`src/rtl/seg_xlate_pkg.sv`:
```
// Package: types shared by the segmented translation unit.
package seg_xlate_pkg;
    typedef enum logic [1:0] {
        FLT_NONE  = 2'b00,
        FLT_LIMIT = 2'b01,
        FLT_PROT  = 2'b10
    } fault_e;
endpackage

```
`src/rtl/seg_map_regs.sv`:
```
// Module: seg_map_regs
// Holds the segment table: base, limit and read-only flag for each entry.
// Assumes writes are already qualified by privilege. The read port is
// combinational, so a read in the cycle of a write sees the old entry.
module seg_map_regs #(
    parameter int SEG_BITS = 2,
    parameter int PA_W     = 20,
    parameter int LIM_W    = 15
) (
    input  logic                clk,
    input  logic                rst_n,
    input  logic                wr_en,
    input  logic [SEG_BITS-1:0] wr_idx,
    input  logic [PA_W-1:0]     wr_base,
    input  logic [LIM_W-1:0]    wr_limit,
    input  logic                wr_ro,
    input  logic [SEG_BITS-1:0] rd_idx,
    output logic [PA_W-1:0]     rd_base,
    output logic [LIM_W-1:0]    rd_limit,
    output logic                rd_ro
);
    localparam int SEGS = 1 << SEG_BITS;

    logic [PA_W-1:0]  base_q  [SEGS];
    logic [LIM_W-1:0] limit_q [SEGS];
    logic [SEGS-1:0]  ro_q;
    logic [SEGS-1:0]  hit;

    // Per-entry write decode.
    for (genvar g = 0; g < SEGS; g++) begin : g_dec
        assign hit[g] = wr_en && (wr_idx == SEG_BITS'(g));
    end

    // Table storage: cleared on reset, loaded on a decoded hit.
    always_ff @(posedge clk) begin
        for (int i = 0; i < SEGS; i++) begin
            if (!rst_n) begin
                base_q[i]  <= '0;
                limit_q[i] <= '0;
                ro_q[i]    <= 1'b0;
            end else if (hit[i]) begin
                base_q[i]  <= wr_base;
                limit_q[i] <= wr_limit;
                ro_q[i]    <= wr_ro;
            end
        end
    end

    // Read port.
    always_comb begin
        rd_base  = base_q[rd_idx];
        rd_limit = limit_q[rd_idx];
        rd_ro    = ro_q[rd_idx];
    end
endmodule

```
`src/rtl/seg_check_add.sv`:
```
// Module: seg_check_add
// Computes base+offset and the limit / protection check side by side.
// Purely combinational. Assumes PA_W >= OFF_W and LIM_W = OFF_W+1.
module seg_check_add
    import seg_xlate_pkg::*;
#(
    parameter int OFF_W = 14,
    parameter int PA_W  = 20,
    parameter int LIM_W = 15
) (
    input  logic [OFF_W-1:0] offset,
    input  logic [PA_W-1:0]  base,
    input  logic [LIM_W-1:0] limit,
    input  logic             ro,
    input  logic             is_write,
    output logic [PA_W-1:0]  sum,
    output fault_e           fault
);
    logic over;

    // Adder and comparator are independent paths.
    always_comb begin
        sum  = base + PA_W'(offset);
        over = LIM_W'(offset) >= limit;
        if (over)                fault = FLT_LIMIT;
        else if (ro && is_write) fault = FLT_PROT;
        else                     fault = FLT_NONE;
    end
endmodule

```
`src/rtl/seg_xlate.sv`:
```
// Module: seg_xlate (top)
// Segmented virtual-to-physical translation with privilege-gated setup.
// Assumes PA_W >= VA_W. The result is registered: one cycle of latency.
module seg_xlate
    import seg_xlate_pkg::*;
#(
    parameter int VA_W     = 16,
    parameter int PA_W     = 20,
    parameter int SEG_BITS = 2
) (
    input  logic                         clk,
    input  logic                         rst_n,
    input  logic                         req_valid,
    input  logic [VA_W-1:0]              req_vaddr,
    input  logic                         req_write,
    input  logic                         kernel_mode,
    input  logic                         cfg_map_we,
    input  logic [SEG_BITS-1:0]          cfg_map_idx,
    input  logic [PA_W-1:0]              cfg_map_base,
    input  logic [VA_W-SEG_BITS:0]       cfg_map_limit,
    input  logic                         cfg_map_ro,
    input  logic                         cfg_reloc_we,
    input  logic                         cfg_reloc_en,
    output logic                         rsp_valid,
    output logic [PA_W-1:0]              rsp_paddr,
    output logic [1:0]                   rsp_fault,
    output logic                         priv_fault
);
    localparam int OFF_W = VA_W - SEG_BITS;
    localparam int LIM_W = OFF_W + 1;

    logic                map_we_ok;
    logic                reloc_we_ok;
    logic                reloc_en_q;
    logic [SEG_BITS-1:0] seg_idx;
    logic [OFF_W-1:0]    offset;
    logic [PA_W-1:0]     ent_base;
    logic [LIM_W-1:0]    ent_limit;
    logic                ent_ro;
    logic [PA_W-1:0]     sum;
    fault_e              chk_fault;
    logic [PA_W-1:0]     nxt_paddr;
    fault_e              nxt_fault;

    // Privilege gate on configuration writes.
    always_comb begin
        map_we_ok   = cfg_map_we   && kernel_mode;
        reloc_we_ok = cfg_reloc_we && kernel_mode;
        seg_idx     = req_vaddr[VA_W-1 -: SEG_BITS];
        offset      = req_vaddr[OFF_W-1:0];
    end

    seg_map_regs #(.SEG_BITS(SEG_BITS), .PA_W(PA_W), .LIM_W(LIM_W)) u_map (
        .clk      (clk),
        .rst_n    (rst_n),
        .wr_en    (map_we_ok),
        .wr_idx   (cfg_map_idx),
        .wr_base  (cfg_map_base),
        .wr_limit (cfg_map_limit),
        .wr_ro    (cfg_map_ro),
        .rd_idx   (seg_idx),
        .rd_base  (ent_base),
        .rd_limit (ent_limit),
        .rd_ro    (ent_ro)
    );

    seg_check_add #(.OFF_W(OFF_W), .PA_W(PA_W), .LIM_W(LIM_W)) u_chk_add (
        .offset   (offset),
        .base     (ent_base),
        .limit    (ent_limit),
        .ro       (ent_ro),
        .is_write (req_write),
        .sum      (sum),
        .fault    (chk_fault)
    );

    // Translation-enable switch, kernel-writable only.
    always_ff @(posedge clk) begin
        if (!rst_n)           reloc_en_q <= 1'b0;
        else if (reloc_we_ok) reloc_en_q <= cfg_reloc_en;
    end

    // Pick pass-through or translated result; a fault forces address 0.
    always_comb begin
        if (!reloc_en_q) begin
            nxt_paddr = PA_W'(req_vaddr);
            nxt_fault = FLT_NONE;
        end else begin
            nxt_fault = chk_fault;
            nxt_paddr = (chk_fault == FLT_NONE) ? sum : '0;
        end
    end

    // Output register stage.
    always_ff @(posedge clk) begin
        if (!rst_n) begin
            rsp_valid  <= 1'b0;
            rsp_paddr  <= '0;
            rsp_fault  <= FLT_NONE;
            priv_fault <= 1'b0;
        end else begin
            rsp_valid  <= req_valid;
            rsp_paddr  <= req_valid ? nxt_paddr : '0;
            rsp_fault  <= req_valid ? nxt_fault : FLT_NONE;
            priv_fault <= !kernel_mode && (cfg_map_we || cfg_reloc_we);
        end
    end
endmodule

```
`config.mk`:
```
export PLATFORM = sky130hd
export DESIGN_NAME = seg_xlate
export DESIGN_NICKNAME = d
export VERILOG_FILES = /design/src/rtl/seg_xlate_pkg.sv /design/src/rtl/seg_map_regs.sv /design/src/rtl/seg_check_add.sv /design/src/rtl/seg_xlate.sv
export SDC_FILE = /design/constraint.sdc
export NUM_CORES = 1
export LEC_CHECK = 0
export ABC_AREA = 1
export ABC_CLOCK_PERIOD_IN_PS = 2200
export BUFFER_PORTS_ARGS = -buffer_cell sky130_fd_sc_hd__buf_2
export CAP_MARGIN = 20
export CORE_ASPECT_RATIO = 1.25
export CORE_MARGIN = 2
export CORE_UTILIZATION = 40
export DETAILED_ROUTE_END_ITERATION = 6
export SLEW_MARGIN = 20
export SYNTH_ARGS = -nofsm -noshare
export SYNTH_HDL_FRONTEND = slang
export SYNTH_HIERARCHICAL = 1
export SYNTH_SLANG_ARGS = --single-unit
```
`constraint.sdc`:
```
create_clock -name clk -period 2.2 [get_ports clk]
set_input_delay 0.11 -clock clk [delete_from_list [all_inputs] [get_ports clk]]
set_output_delay 0.11 -clock clk [all_outputs]
set_load 0.03 [all_outputs]
```
==> out/qor.csv <==
metric,value,unit
final hold vios,0,
worst-path fanout max,7,
vias in the first global route,7204,
"slowest stage cell, crit path",edfxtp_1,
FF-to-FF Start,u_map/limit_q[0][2],
routed length per instance,14.5,um
"Cell Area, Synth",9170,um2
largest family of logic cells by synthesized area,simple AND/OR/NAND/NOR gates,
Setup Skew,12.0,ps
complex-gate fraction of the synthesized area,0.0180,
count of cell types in the netlist,37,
gpl congestion,0.912,
number of remaining DRC errors,0,
WL met2,11600,um
Lkg Pwr,5.42,nW
achievable frequency,459,MHz
ant diodes,0,
synth top area cells,"edfxtp_1 46%, nand2_1 11%, nor2_1 9.7%",
min-delay worst type,in -> reg,
Detailed Route Iter0 Violations,400,
Met1 Wirelength,9400,um
Top delay family on crit path,simple AND/OR/NAND/NOR gates,
critical path class,reg -> reg,
fin util,0.508,
post-synthesis xor/xnor area fraction,0.0105,
clk buf depth,2,
unrepaired setup endpoints after global routing,true,
area of the die,24200,um2
number of synthesized flops with an enable pin,140,
Die X-Extent,139,um
CP bufs+invs,3,
Main synth FF type,edfxtp_1,
"count leader, synth",nand2_1,
Critical Path AT,2560,ps
vias per cell,4.68,
reg2reg path depth,15,
post-synthesis mux area share,0,
clk sinks,169,
Power Dens Cells,716,nW/um2
final wirelength,22400,um
Seq cells post-synth,169,
most frequent cells after synthesis,"277 x nand2_1, 238 x nor2_1, 158 x inv_1",
Peak VDD IR,0.625,mV
fin crit period,2180,ps
area delta synth->final,24.0,%
Final Cycle Share,0.991,
Final Setup Violations,0,
CP required,2580,ps
1st-pass router iterations,4,
Least-Margin Pin Slew,478,ps
Crit path largest cell delay,360,ps
final slew viol count,0,
global route overflow,0,
Core Footprint,22400,um2
Boundary Pins,86,
max cap viols,0,
Slew HR,0.682,
Starting Density,0.410,
share of layout cells above drive strength 1,0.246,
H-tree levels,4,
via count,7228,
first-pass GRT wire length,35900,um
Top Metal Used,met4,
asr flop ratio synth,0,
CP dominant cell by count,nand3_2,
Root Driver,clkbuf_16,
metal3 WL,1090,um
CP Cell Sequence,"or2_4, nand3_2, nand2_2, inv_2, ha_4, a21o_1, o21ai_1, nand2_1, nand2_1, nand3_2, buf_6, nor2_4, buf_6, nand3_2, nand2_2",
critical path depth,15,
post-synth top area cell,edfxtp_1,
Startpoint Class,flip-flop,
TritonCTS clock tree,built,
PortBufs,85,
sequential cell area fraction in the yosys report,0.522,
GRT Overall Usage,0.190,
die height,173,um
Hold Startpoint,cfg_map_base[10],
Adder-Cell Fraction of Synth Area,0.0404,
"CTS clk-pin slew, worst paths",70,ps
TritonCTS buffer count,17,
number of synthesis warnings,6,
Final HPWL DP,15400,um
Syn Area/Cell,8.32,um2
Total Power,0.00814,W
Routed Antenna Nets,0,
worst-skew pair later-pin latency,440,ps
row count,61,
status,"finished, final reports clean",
NumNets Final,1339,
Worst Setup SP,u_map/limit_q[0][2],
largest net degree at the start of global routing,47,
Worst Hold Path Cells,3,
initial antenna violation count,0,
Post-Syn Nets,1193,
Post-Syn Instances,1102,
Simple-Gate Fraction of Synth Area,0.310,
crit end category,flip-flop,
post-synth top area share,0.459,
-- metal layers --
layer,vias up,GRT usage
met2,152,0.345
met3,24,0.0378
met5,-,0
met4,0,0.0543
li1,3725,-
met1,3327,0.229
-- report_power, final --
group	total, W	internal (W)	switching, W
registers	0.00370	0.00365	0.0000475
clock network	0.00287	0.00157	0.00130
logic	0.00156	0.000639	0.000924
total	0.00814	0.00587	0.00227
-- layout make-up --
cell class / count / area [um2]
clock inverter: 15 / 138
sequential: 169 / 4780
tap: 283 / 354
multi-input combinational: 731 / 3870
inverter: 160 / 601
clock buffer: 17 / 425
fill: 2032 / 11000
timing repair buffer: 169 / 1200
-- sequential cells by signal, indices dropped and copies added (netlist names) --
signal,flops
u_map/base_q,80
reloc_en_q,1
rsp_valid,1
rsp_fault,2
priv_fault,1
u_map/ro_q,4
u_map/limit_q,60
rsp_paddr,20
-- worst paths after layout --
check / endpoint / slack [ps]
worst max-delay path: rsp_paddr[15] / 20
worst min-delay path: u_map/base_q[1][10] / 10
worst max register to register: rsp_paddr[15] / 20
worst min register to register: u_map/ro_q[0] / 460
-- worst reg2reg max path, cell delays in order (launching register included) --
cell	delay [ps]
edfxtp_1	360
or2_4	230
nand3_2	60
nand2_2	60
inv_2	60
ha_4	190
a21o_1	150
o21ai_1	110
nand2_1	80
nand2_1	80
nand3_2	100
buf_6	150
nor2_4	170
buf_6	170
nand3_2	80
nand2_2	80
-- per-stage QoR --
| step | TNS, ps | instance area (um2) | hold slack (ps) | setup slack [ps] | std cells |
|---|---|---|---|---|---|
| floorplan | 0 | 9170 | 187 | 1.72 | 1102 |
| CTS | -9.60 | 11100 | 0.705 | -6.18 | 1542 |
| global route | -1750 | 11400 | 21.1 | -112 | 1544 |
| detailed placement | -4860 | 10200 | 325 | -309 | 1486 |
| global placement | -4290 | 10200 | 321 | -284 | 1486 |
| finish | 0 | 11400 | 13.3 | 20.7 | 1544 |
-- kinds of logic after synthesis --
kind of cell,after synthesis
XOR/XNOR,11
AND/OR/NAND/NOR,661
AO/OA/AOI/OAI,30
flip-flops,169
adder cells (fa/ha/maj),29
buffers and inverters,202
-- layout by cell type, fill, tap and decap left out, types with 2 or more instances in the layout --
master	instances
nand2_1	267
nor3b_1	2
o21bai_1	3
buf_6	3
and2_1	2
nor2_2	6
buf_12	6
edfxtp_1	140
clkinvlp_4	3
nor2_1	235
or2_2	27
nand3_2	25
dlygate4sd3_1	22
buf_2	84
nand3_1	55
clkinv_1	2
nor3_1	3
o21ai_1	2
inv_1	147
dfxtp_1	29
a21oi_2	10
inv_2	13
a21oi_1	11
nand4_1	4
nand2_2	16
clkbuf_16	17
nor2_4	3
xor2_2	2
ha_4	16
ha_1	11
inv_6	6
or2_4	9
xor2_1	9
nand3b_1	2
buf_4	54
-- repair_timing --
item / 4_1_cts / 5_1_grt
endpoints found under the setup margin: 21 / 21
hold endpoints to repair: 24 / 0
pin swaps: 16 / 31
resized for setup: 41 / 44
hold buffers: 22 / 0
buffers inserted: 2 / 2
Note: power is estimated with default switching activity, not from simulation.
